**config.mk**
```make
export PLATFORM = sky130hd
export DESIGN_NAME = cic_defect_conceal
export DESIGN_NICKNAME = d
export VERILOG_FILES = /design/src/rtl/cic_pkg.sv /design/src/rtl/cic_deinterleave.sv /design/src/rtl/cic_conceal.sv /design/src/rtl/cic_defect_conceal.sv
export SDC_FILE = /design/constraint.sdc
export NUM_CORES = 1
export LEC_CHECK = 0
export BUFFER_PORTS_ARGS = -buffer_cell sky130_fd_sc_hd__buf_2
export CAP_MARGIN = 20
export CORE_UTILIZATION = 54
export DETAILED_ROUTE_END_ITERATION = 10
export PLACE_DENSITY = 0.82
export SYNTH_ARGS = -nofsm -noshare
export SYNTH_HDL_FRONTEND = slang
export SYNTH_HIERARCHICAL = 1
export SYNTH_SLANG_ARGS = --single-unit
```
**constraint.sdc**
```tcl
create_clock -name clk -period 6.65 [get_ports clk]
set_input_delay 0.9975 -clock clk [delete_from_list [all_inputs] [get_ports clk]]
set_output_delay 0.9975 -clock clk [all_outputs]
set_load 0.1 [all_outputs]
```
**src/rtl/cic_pkg.sv**
```systemverilog
package cic_pkg;
  // Natural column of the slot-th pixel produced by converter tag.
  function automatic int natural_col(int slot, int tag, int nconv);
    return slot * nconv + tag;
  endfunction
  // Smallest row that still has one interior same-colour triple.
  localparam int MIN_ROW_W = 5;
endpackage

```
**src/rtl/cic_deinterleave.sv**
```systemverilog
module cic_deinterleave #(
  parameter int ROW_W = 12,
  parameter int NCONV = 3,
  localparam int COL_W = $clog2(ROW_W),
  localparam int TAG_W = $clog2(NCONV)
) (
  input  logic             clk,
  input  logic             rst_n,
  input  logic             fire,
  input  logic [TAG_W-1:0] tag,
  output logic [COL_W-1:0] wr_col,
  output logic             wr_first,
  output logic             wr_done
);
  localparam int CPC = ROW_W / NCONV;

  logic [COL_W-1:0] cnt_q;
  logic [COL_W-1:0] slot_q [NCONV];
  logic [TAG_W-1:0] tag_idx;

  assign tag_idx  = (int'(tag) < NCONV) ? tag : '0;
  assign wr_col   = COL_W'(cic_pkg::natural_col(int'(slot_q[tag_idx]), int'(tag_idx), NCONV));
  assign wr_first = (cnt_q == '0);
  assign wr_done  = (cnt_q == COL_W'(ROW_W - 1));

  always_ff @(posedge clk) begin
    if (!rst_n)              cnt_q <= '0;
    else if (fire && wr_done) cnt_q <= '0;
    else if (fire)            cnt_q <= cnt_q + 1'b1;
  end

  for (genvar g = 0; g < NCONV; g++) begin : g_slot
    always_ff @(posedge clk) begin
      if (!rst_n)                                    slot_q[g] <= '0;
      else if (fire && wr_done)                      slot_q[g] <= '0;
      else if (fire && tag_idx == TAG_W'(g))         slot_q[g] <= slot_q[g] + 1'b1;
    end
  end

  AST_TAG_LEGAL: assert property (@(posedge clk) disable iff (!rst_n)
    fire |-> (int'(tag) < NCONV) && (int'(slot_q[tag_idx]) < CPC));
endmodule

```
**src/rtl/cic_conceal.sv**
```systemverilog
module cic_conceal #(
  parameter int PIX_W = 8,
  parameter int ROW_W = 12,
  parameter int NCONV = 3,
  localparam int COL_W = $clog2(ROW_W)
) (
  input  logic [ROW_W*PIX_W-1:0] row_flat,
  input  logic [NCONV-1:0]       mask,
  input  logic [COL_W-1:0]       col,
  output logic [PIX_W-1:0]       pix
);
  int             ci, li, ri;
  logic           has_l, has_r, bad;
  logic [PIX_W-1:0] raw, lft, rgt, avg;
  logic [PIX_W:0]   sum;

  always_comb begin
    ci    = int'(col);
    has_l = (ci >= 2);
    has_r = (ci + 2 < ROW_W);
    li    = has_l ? ci - 2 : ci;
    ri    = has_r ? ci + 2 : ci;
    raw   = row_flat[ci*PIX_W +: PIX_W];
    lft   = row_flat[li*PIX_W +: PIX_W];
    rgt   = row_flat[ri*PIX_W +: PIX_W];
    bad   = mask[ci % NCONV];
    sum   = {1'b0, lft} + {1'b0, rgt} + (PIX_W+1)'(1);
    avg   = PIX_W'(sum >> 1);
    if (!bad)                pix = raw;
    else if (has_l && has_r) pix = avg;
    else if (has_l)          pix = lft;
    else                     pix = rgt;
  end

  always_comb begin
    if (bad && has_l && has_r)
      AST_AVG_BETWEEN: assert ((pix >= lft || pix >= rgt) && (pix <= lft || pix <= rgt));
  end
endmodule

```
**src/rtl/cic_defect_conceal.sv**
```systemverilog
module cic_defect_conceal #(
  parameter int PIX_W = 8,
  parameter int ROW_W = 12,
  parameter int NCONV = 3,
  localparam int COL_W = $clog2(ROW_W),
  localparam int TAG_W = $clog2(NCONV)
) (
  input  logic             clk,
  input  logic             rst_n,
  input  logic             in_valid,
  output logic             in_ready,
  input  logic [PIX_W-1:0] in_data,
  input  logic [TAG_W-1:0] in_tag,
  input  logic [NCONV-1:0] defect_mask,
  output logic             out_valid,
  input  logic             out_ready,
  output logic [PIX_W-1:0] out_data,
  output logic             out_last
);
  localparam int NBANK = 2;

  logic [ROW_W*PIX_W-1:0] bank_q [NBANK];
  logic [NBANK*NCONV-1:0] mask_q;
  logic [NBANK-1:0]       full_q;
  logic                   wsel_q, rsel_q;
  logic [COL_W-1:0]       rd_col_q, wr_col;
  logic                   wr_first, wr_done, fire, out_fire, rd_end;

  assign in_ready  = !full_q[wsel_q];
  assign fire      = in_valid && in_ready;
  assign out_valid = full_q[rsel_q];
  assign out_fire  = out_valid && out_ready;
  assign rd_end    = (rd_col_q == COL_W'(ROW_W - 1));
  assign out_last  = out_valid && rd_end;

  cic_deinterleave #(.ROW_W(ROW_W), .NCONV(NCONV)) i_deint (
    .clk(clk), .rst_n(rst_n), .fire(fire), .tag(in_tag),
    .wr_col(wr_col), .wr_first(wr_first), .wr_done(wr_done));

  for (genvar b = 0; b < NBANK; b++) begin : g_bank
    always_ff @(posedge clk) begin
      if (fire && wsel_q == 1'(b))
        bank_q[b][int'(wr_col)*PIX_W +: PIX_W] <= in_data;
    end
  end

  always_ff @(posedge clk) begin
    if (!rst_n) begin
      mask_q   <= '0;
      full_q   <= '0;
      wsel_q   <= 1'b0;
      rsel_q   <= 1'b0;
      rd_col_q <= '0;
    end else begin
      if (fire && wr_first) mask_q[int'(wsel_q)*NCONV +: NCONV] <= defect_mask;
      if (fire && wr_done) begin
        full_q[wsel_q] <= 1'b1;
        wsel_q         <= ~wsel_q;
      end
      if (out_fire) begin
        if (rd_end) begin
          rd_col_q       <= '0;
          full_q[rsel_q] <= 1'b0;
          rsel_q         <= ~rsel_q;
        end else begin
          rd_col_q <= rd_col_q + 1'b1;
        end
      end
    end
  end

  cic_conceal #(.PIX_W(PIX_W), .ROW_W(ROW_W), .NCONV(NCONV)) i_conceal (
    .row_flat(bank_q[rsel_q]),
    .mask(mask_q[int'(rsel_q)*NCONV +: NCONV]),
    .col(rd_col_q),
    .pix(out_data));

  AST_HOLD_OUTPUT: assert property (@(posedge clk) disable iff (!rst_n)
    (out_valid && !out_ready) |=> (out_valid && $stable(out_data) && $stable(out_last)));
  AST_MASK_ROW_STABLE: assert property (@(posedge clk) disable iff (!rst_n)
    !(fire && wr_first) |=> $stable(mask_q));
  AST_LAST_WRAP: assert property (@(posedge clk) disable iff (!rst_n)
    (out_fire && out_last) |=> (rd_col_q == '0));
  AST_FILL_QUIET: assert property (@(posedge clk) disable iff (!rst_n)
    $rose(out_valid) |-> $past(fire && wr_done));
endmodule

```
==> impl_metrics.csv, run 1 <==
group,metric,value,unit
placed_design,dp_worst_setup_slack,0.645,ns
floorplanning,die-width,158,µm
timing,maximum_clock_frequency,157,MHz
finish,post_route_cells_drive_above_1_share,0.287,
placed_design,placedInstanceArea,13600,µm²
timing,setup_repair_after_global_routing_missed_its_margin,"no",
clock_network,cts.repair_timing.setup_buffer_count,0,
timing,final.period_utilization,0.958,
logic_synthesis,synth_mux_area_frac,0.233,
drt,post-route-drc-count,0,
setup_path,cp.required,5.65,ns
timing,timing.final.setup_violations,0,
setup_path,critical_path.most_common_cell,"a21oi_1",
placed_design,place_congestion,0.996,
grt,groute.layer.met3.usage,0.0564,
setup_path,cp-start-kind,"flip-flop",
power_and_ir_drop,p_leak,5.33,nW
logic_synthesis,ys_types,76,
grt,antenna_violations_before_repair,1,
logic_synthesis,synthSimpleGateAreaFrac,0.126,
logic_synthesis,register_area_share_after_synthesis,0.498,
power_and_ir_drop,peakVddDrop,0.000186,V
finish,final_design_area_no_fill,14300,µm²
placed_design,io_buffers,27,
setup_path,cp-end-kind,"output port",
finish,area_growth,9.63,%
power_and_ir_drop,powerDensity,228,nW/µm²
setup_path,worst-path-max-fanout,20,
grt,top_usage_layer,"met2",
grt,global_route.overflow_total,0,
clock_network,cts_buffers,23,
timing,max_slew.worst_pin.slew,0.982,ns
logic_synthesis,synth-seq-cells,223,
finish,postLayoutCoreUtil,0.606,
timing,period_minus_slack,6.37,ns
drt,ant_nets,0,
timing,fin_setup_tns,0,ns
logic_synthesis,syn-instance-count,1001,
clock_network,cts-htree-levels,1,
power_and_ir_drop,design_power_total,3.27,mW
grt,via_count_of_the_first_global_routing_pass,8620,
clock_network,holdBufCountCts,0,
floorplanning,start_util,0.553,
grt,grt_start_max_net_pins,40,
finish,filler_cell_count,1776,
timing,max-slew-margin-rel,0.345,
logic_synthesis,synth_ff_type,"edfxtp_1",
placed_design,hpwl,24300,µm
floorplanning,io_pins,28,
logic_synthesis,post_synth.cell_area_avg,13.0,µm²
clock_network,cts_max_path_buffers,3,
setup_path,critical_path_capture_point,"out_data[7]",
floorplanning,die_ar,24800,µm²
logic_synthesis,synthXorXnorAreaFrac,0.0131,
logic_synthesis,async_reset_ff_frac,0,
drt,firstDrtPassIters,7,
clock_network,root_buffer,"clkbuf_16",
clock_network,clock_tree_from_tritoncts,"built",
logic_synthesis,synth_enable_flop_cells,204,
finish,finish.cell_count_without_fillers,1353,
logic_synthesis,synth_top_family_by_area,"multiplexers",
setup_path,worstRegToRegCells,15,
drt,starting_drc_count_in_detailed_routing,1273,
drt,routedWlPerCell,24.8,µm
floorplanning,placeableCoreArea,23600,µm²
setup_path,startpoint,"rd_col_q[2]$_SDFFE_PN0P_",
floorplanning,die_height,158,µm
placed_design,dp_cells,1309,
logic_synthesis,synth-warning-count,6,
floorplanning,placementRows,56,
setup_path,timing.rr.start,"i_deint/slot_q[1][0]$_SDFFCE_PN0P_",
drt,avgViaCountPerCell,6.45,
status,outcome,"finished, final reports clean",
timing,worst_case_setup_margin_in_the_final_layout,0.279,ns
clock_network,clock-sinks,223,
logic_synthesis,post_synth_adder_cell_area,0.0353,
grt,grt_pass1_wl,50800,µm
setup_path,r2r_slack,1.66,ns
setup_path,critical_path.reg2reg.endpoint,"bank_q[1][22]$_DFFE_PP_",
clock_network,clk_latency,0.52,ns
setup_path,critical_path_arrival,5.37,ns
grt,groute.layer.met1.usage,0.358,
worst_hold_path,classification_of_the_worst_slack_hold_path,"reg -> reg",
timing,hold_violations,0,
clock_network,post_cts.resized_instances,0,
flow_run,cap_violations,0,
finish,fin_nets,1071,
timing,timing_max_transition_violations_final,0,
clock_network,clk_pin_slew_worst_paths,0.07,ns
grt,gr-usage-met2,0.462,
logic_synthesis,total_standard_cell_area_after_synthesis,13100,µm²
logic_synthesis,total_nets_after_synthesis,1053,
setup_path,critical_path_cell_by_cell,"buf_4, ha_1, ha_1, a22o_1, mux2_2, mux2i_1, o32ai_1, a2111o_1, or2_2, fa_1, a21o_1, a21oi_1, o21bai_1, a21oi_1, nor2b_1, o21ai_0, a21oi_1, o21ai_0, a31oi_2, buf_2",
grt,grt_usage,0.281,
drt,routed_wirelength,33600,µm
timing,final.hold.worst_slack,0.496,ns
drt,num_vias,8731,
setup_path,timing.critical_path.slowest_cell_delay,0.50,ns
logic_synthesis,synthesized_area_fraction_occupied_by_ao_oa_aoi_and_oai_cells,0.0628,
setup_path,path_class,"reg -> out",
setup_path,critical-path-slowest-cell,"a2111o_1",
timing,worst_clock_skew,0.0221,ns
==> Yosys cell counts (all sizes together), types with 4 or more instances <==
master | count | area (µm²)
nor2 | 101 | 379
or2 | 6 | 37.5
a21o | 4 | 30.0
edfxtp | 204 | 6130
o211a | 4 | 40.0
nand2 | 76 | 285
nor3 | 9 | 67.6
nor3b | 5 | 37.5
buf | 36 | 198
ha | 32 | 400
dfxtp | 19 | 380
xor2 | 8 | 70.1
and2 | 52 | 338
nand3 | 9 | 50.1
a2111oi | 4 | 78.8
nor2b | 11 | 68.8
o21ai | 28 | 151
inv | 35 | 131
mux2i | 39 | 390
clkbuf | 20 | 75.1
a221oi | 4 | 35.0
a21oi | 29 | 156
mux4 | 67 | 1510
nand2b | 6 | 37.5
nand4 | 6 | 37.5
and3 | 11 | 68.8
mux2 | 102 | 1150
a211oi | 12 | 103
nor4 | 4 | 43.8
xnor2 | 9 | 78.8
==> cells by family (layout without fill, tap and decap cells) <==
| group | count (synthesis) | count (layout) |
|---|---|---|
| other | 0 | 1 |
| flip-flops | 223 | 223 |
| multiplexers | 208 | 208 |
| AND/OR/NAND/NOR | 315 | 315 |
| buffers and inverters | 91 | 123 |
| XOR/XNOR | 18 | 18 |
| adder cells (fa/ha/maj) | 35 | 35 |
| AO/OA/AOI/OAI | 111 | 111 |
==> flip-flops by register name, indices dropped and copies added, names as in the netlist, named ones only <==
name,flops
bank_q,192
i_deint/slot_q,12
mask_q,6
i_deint/cnt_q,4
rd_col_q,4
full_q,2
rsel_q,1
wsel_q,1
==> final cells by class <==
class	instances	area [µm²]	share of cell area
flip-flops and latches	223	6520	0.455
multi-input cells	687	6180	0.432
clock buffers	28	594	0.0415
well taps	319	399	0.0279
repair buffers	49	388	0.0271
inverters	35	131	0.00918
clock inverters	11	109	0.00760
diodes	1	2.50	0.000175
==> worst min path at each step <==
stage                                 startpoint                     end  slack (ns)  depth (start not counted)
after floorplan           mask_q[0]$_SDFFE_PN0P_  mask_q[0]$_SDFFE_PN0P_        0.46                          2
after global placement    mask_q[5]$_SDFFE_PN0P_  mask_q[5]$_SDFFE_PN0P_        0.47                          2
after detailed placement  mask_q[2]$_SDFFE_PN0P_  mask_q[2]$_SDFFE_PN0P_        0.48                          2
after CTS                 mask_q[1]$_SDFFE_PN0P_  mask_q[1]$_SDFFE_PN0P_        0.50                          2
after global routing      mask_q[5]$_SDFFE_PN0P_  mask_q[5]$_SDFFE_PN0P_        0.52                          2
final                     mask_q[5]$_SDFFE_PN0P_  mask_q[5]$_SDFFE_PN0P_        0.50                          2
==> power by group <==
| part | total [mW] | internal [mW] | leakage, nW | switching, mW |
|---|---|---|---|---|
| clock | 1.24 | 0.711 | 0.337 | 0.525 |
| combinational | 0.451 | 0.125 | 2.70 | 0.326 |
| sequential | 1.58 | 1.57 | 2.30 | 0.00873 |
==> metal layers <==
layer  share of wire  wire length (µm)
met5               0                 0
met3            0.10              3440
met1            0.37             12600
met4           0.044              1480
met2            0.48             16100
==> critical path, delay by kind of cell, from the launching register on <==
kind / cells / cell delay (ns)
and+or+nand+nor: 2 / 0.40
buffers and inverters: 2 / 0.55
DFF: 1 / 0.31
AOI/OAI and AO/OA: 11 / 1.98
adders and majority gates: 3 / 0.97
muxes: 2 / 0.63
==> cell usage in the layout, fill, tap and decap left out, drive strengths merged, types with 8 or more instances in the layout <==
cell	count
a211oi	12
a21oi	29
and2	52
and3	11
buf	49
clkbuf	28
dfxtp	19
edfxtp	204
ha	32
inv	36
mux2	102
mux2i	39
mux4	67
nand2	76
nand3	9
nor2	101
nor2b	11
nor3	9
o21ai	28
xnor2	9
xor2	8
Power figures use the tool's default switching activity.
==> inputs of run 2 (changes only) <==
Settings changed: ABC_AREA from default to 1.
==> impl_metrics.csv, run 2 <==
group,metric,value,unit
status,outcome,"finished, final reports clean",
clock_network,clk_latency,0.51,ns
logic_synthesis,syn-instance-count,1288,
grt,global_route.overflow_total,0,
power_and_ir_drop,p_leak,5.18,nW
logic_synthesis,post-synth-top-count-cell,"nand2_1",
timing,max_slew.worst_pin.slew,1.06,ns
drt,routed_wirelength,33100,µm
logic_synthesis,async_reset_ff_frac,0,
finish,layout_common_cells,"252 x nand2_1, 204 x edfxtp_1, 179 x nor2_1, 96 x mux2_2, 92 x inv_1",
finish,antenna_cells,0,
logic_synthesis,synth_enable_flop_cells,204,
floorplanning,io_pins,28,
setup_path,timing.rr.start,"i_deint/slot_q[0][1]$_SDFFCE_PN0P_",
drt,ant_nets,0,
power_and_ir_drop,powerDensity,260,nW/µm²
setup_path,cp.required,5.65,ns
timing,worst_clock_skew,0.0244,ns
clock_network,clk_pin_slew_worst_paths,0.06,ns
finish,final_design_area_no_fill,13800,µm²
setup_path,critical_path.reg2reg.endpoint,"bank_q[0][81]$_DFFE_PP_",
grt,antenna_violations_before_repair,0,
timing,hold_violations,0,
timing,period_minus_slack,6.18,ns
floorplanning,die-width,155,µm
setup_path,worst-path-max-fanout,27,
timing,fin_setup_tns,0,ns
clock_network,clock_tree_from_tritoncts,"built",
finish,post_route_cells_drive_above_1_share,0.187,
logic_synthesis,register_area_share_after_synthesis,0.513,
drt,firstDrtPassIters,11,
logic_synthesis,yosys-top-cells-area,"edfxtp_1 48%, mux2_2 8.5%, nand2_1 7.5%, nor2_1 5.3%, nand3_1 3.4%",
clock_network,root_buffer,"clkbuf_16",
drt,avgViaCountPerCell,5.98,
timing,timing.final.setup_violations,0,
logic_synthesis,total_standard_cell_area_after_synthesis,12700,µm²
setup_path,worstRegToRegCells,23,
placed_design,placedInstanceArea,13000,µm²
setup_path,critical_path_arrival,5.18,ns
setup_path,critical-path-slowest-cell,"dfxtp_2",
clock_network,clock-sinks,223,
setup_path,startpoint,"rd_col_q[1]$_SDFFE_PN0P_",
setup_path,timing.critical_path.slowest_cell_delay,0.53,ns
setup_path,r2r_slack,1.63,ns
timing,setup_repair_after_global_routing_missed_its_margin,"no",
finish,largest_reg_flops,192,
grt,grt_usage,0.277,
placed_design,place_congestion,0.953,
placed_design,io_buffers,27,
finish,final-seq-area,6510,µm²
logic_synthesis,synth-warning-count,6,
finish,largest_registers,"bank_q x192, i_deint/slot_q x12, mask_q x6",
setup_path,path_class,"reg -> out",
finish,fin_nets,1361,
setup_path,critical_path_capture_point,"out_data[5]",
floorplanning,die_ar,24100,µm²
timing,max-slew-margin-rel,0.289,
drt,starting_drc_count_in_detailed_routing,1083,
placed_design,hpwl,23300,µm
floorplanning,placeableCoreArea,22800,µm²
drt,post-route-drc-count,0,
clock_network,cts_max_path_buffers,3,
clock_network,cts_buffers,22,
logic_synthesis,synth_top_area_cell,"edfxtp_1",
logic_synthesis,yosysTopAreaCellShare,0.483,
setup_path,cp-end-kind,"output port",
timing,timing_max_transition_violations_final,0,
logic_synthesis,ys_types,58,
placed_design,dp_cells,1595,
timing,final.period_utilization,0.929,
logic_synthesis,total_nets_after_synthesis,1340,
worst_hold_path,classification_of_the_worst_slack_hold_path,"reg -> reg",
floorplanning,die_height,155,µm
finish,multi_input_area,5370,µm²
logic_synthesis,netlist_top_cells_count,"252 x nand2_1, 204 x edfxtp_1, 179 x nor2_1",
floorplanning,start_util,0.556,
power_and_ir_drop,design_power_total,3.58,mW
floorplanning,placementRows,55,
finish,area_growth,8.57,%
drt,num_vias,9784,
grt,grt_start_max_net_pins,37,
setup_path,cp-start-kind,"flip-flop",
power_and_ir_drop,peakVddDrop,0.000268,V
flow_run,cap_violations,0,
grt,grt_pass1_wl,51100,µm
finish,postLayoutCoreUtil,0.603,
logic_synthesis,synth-seq-cells,223,
logic_synthesis,synth_ff_type,"edfxtp_1",
setup_path,critical_path.most_common_cell,"nand2_1",
logic_synthesis,post_synth.cell_area_avg,9.86,µm²
finish,top_register,"bank_q",
grt,via_count_of_the_first_global_routing_pass,9260,
clock_network,cts.repair_timing.setup_buffer_count,0,
clock_network,cts-htree-levels,1,
finish,finish.cell_count_without_fillers,1635,
finish,commonest_non_fill_non_tap_cell_in_the_layout,"nand2_1",
finish,filler_cell_count,1851,
drt,routedWlPerCell,20.2,µm
timing,maximum_clock_frequency,162,MHz
==> run 2: per-layer routing <==
metal	vias up	global-route usage	share of wire
li1	4484	-	-
met1	4629	0.370	0.39
met2	554	0.457	0.47
met3	117	0.0471	0.10
met4	0	0.0962	0.037
met5	-	0	0
==> run 2: cell type report <==
| cell class | count | share of cell area |
|---|---|---|
| clock buffers | 25 | 0.0423 |
| clock inverters | 12 | 0.0117 |
| inverters | 110 | 0.0305 |
| multi-input cells | 898 | 0.389 |
| flip-flops and latches | 223 | 0.472 |
| well taps | 313 | 0.0284 |
| repair buffers | 54 | 0.0252 |
==> run 2: timing repair <==
item	CTS	global route
hold endpoints to repair	0	0
hold buffers	0	0
resized for setup	0	1
setup endpoints to repair	0	2
==> run 2: how the worst min path moves through the flow <==
stage                                        startpoint                             to  slack, ns  cells after the start
after detailed placement  i_deint/cnt_q[2]$_SDFFE_PP0P_  i_deint/cnt_q[2]$_SDFFE_PP0P_       0.49                      2
after CTS                 i_deint/cnt_q[2]$_SDFFE_PP0P_  i_deint/cnt_q[2]$_SDFFE_PP0P_       0.50                      2
after global routing             mask_q[1]$_SDFFE_PN0P_         mask_q[1]$_SDFFE_PN0P_       0.54                      4
after floorplan           i_deint/cnt_q[2]$_SDFFE_PP0P_  i_deint/cnt_q[2]$_SDFFE_PP0P_       0.46                      2
final                     i_deint/cnt_q[2]$_SDFFE_PP0P_  i_deint/cnt_q[2]$_SDFFE_PP0P_       0.50                      2
after global placement    i_deint/cnt_q[2]$_SDFFE_PP0P_  i_deint/cnt_q[2]$_SDFFE_PP0P_       0.47                      2
==> run 2: kinds of logic after synthesis <==
kind of cell	count (synthesis)	share of synthesized area
mux	123	0.106
buf+inv	167	0.0648
fa+ha+maj	35	0.0363
compound gates	142	0.0704
simple gates	589	0.203
xor+xnor	9	0.00680
flops	223	0.513
==> run 2: metrics by stage <==
step	hold slack, ns	setup WS [ns]
CTS	0.499	0.326
floorplan	0.457	0.393
detailed placement	0.487	0.805
global route	0.536	0.0674
finish	0.500	0.474
global placement	0.465	0.979
==> run 2: where the power goes <==
group | switching (mW) | internal [mW] | total [mW]
clock network | 0.516 | 0.781 | 1.30
registers | 0.0142 | 1.60 | 1.61
logic | 0.505 | 0.162 | 0.667
==> run 2: worst max-delay path: cells and delay by family, from the launching register on <==
family	cells	cell delay (ns)
AOI/OAI and AO/OA	8	1.21
adders and majority gates	2	0.78
buffers and inverters	5	1.13
DFF	1	0.53
and+or+nand+nor	10	1.02
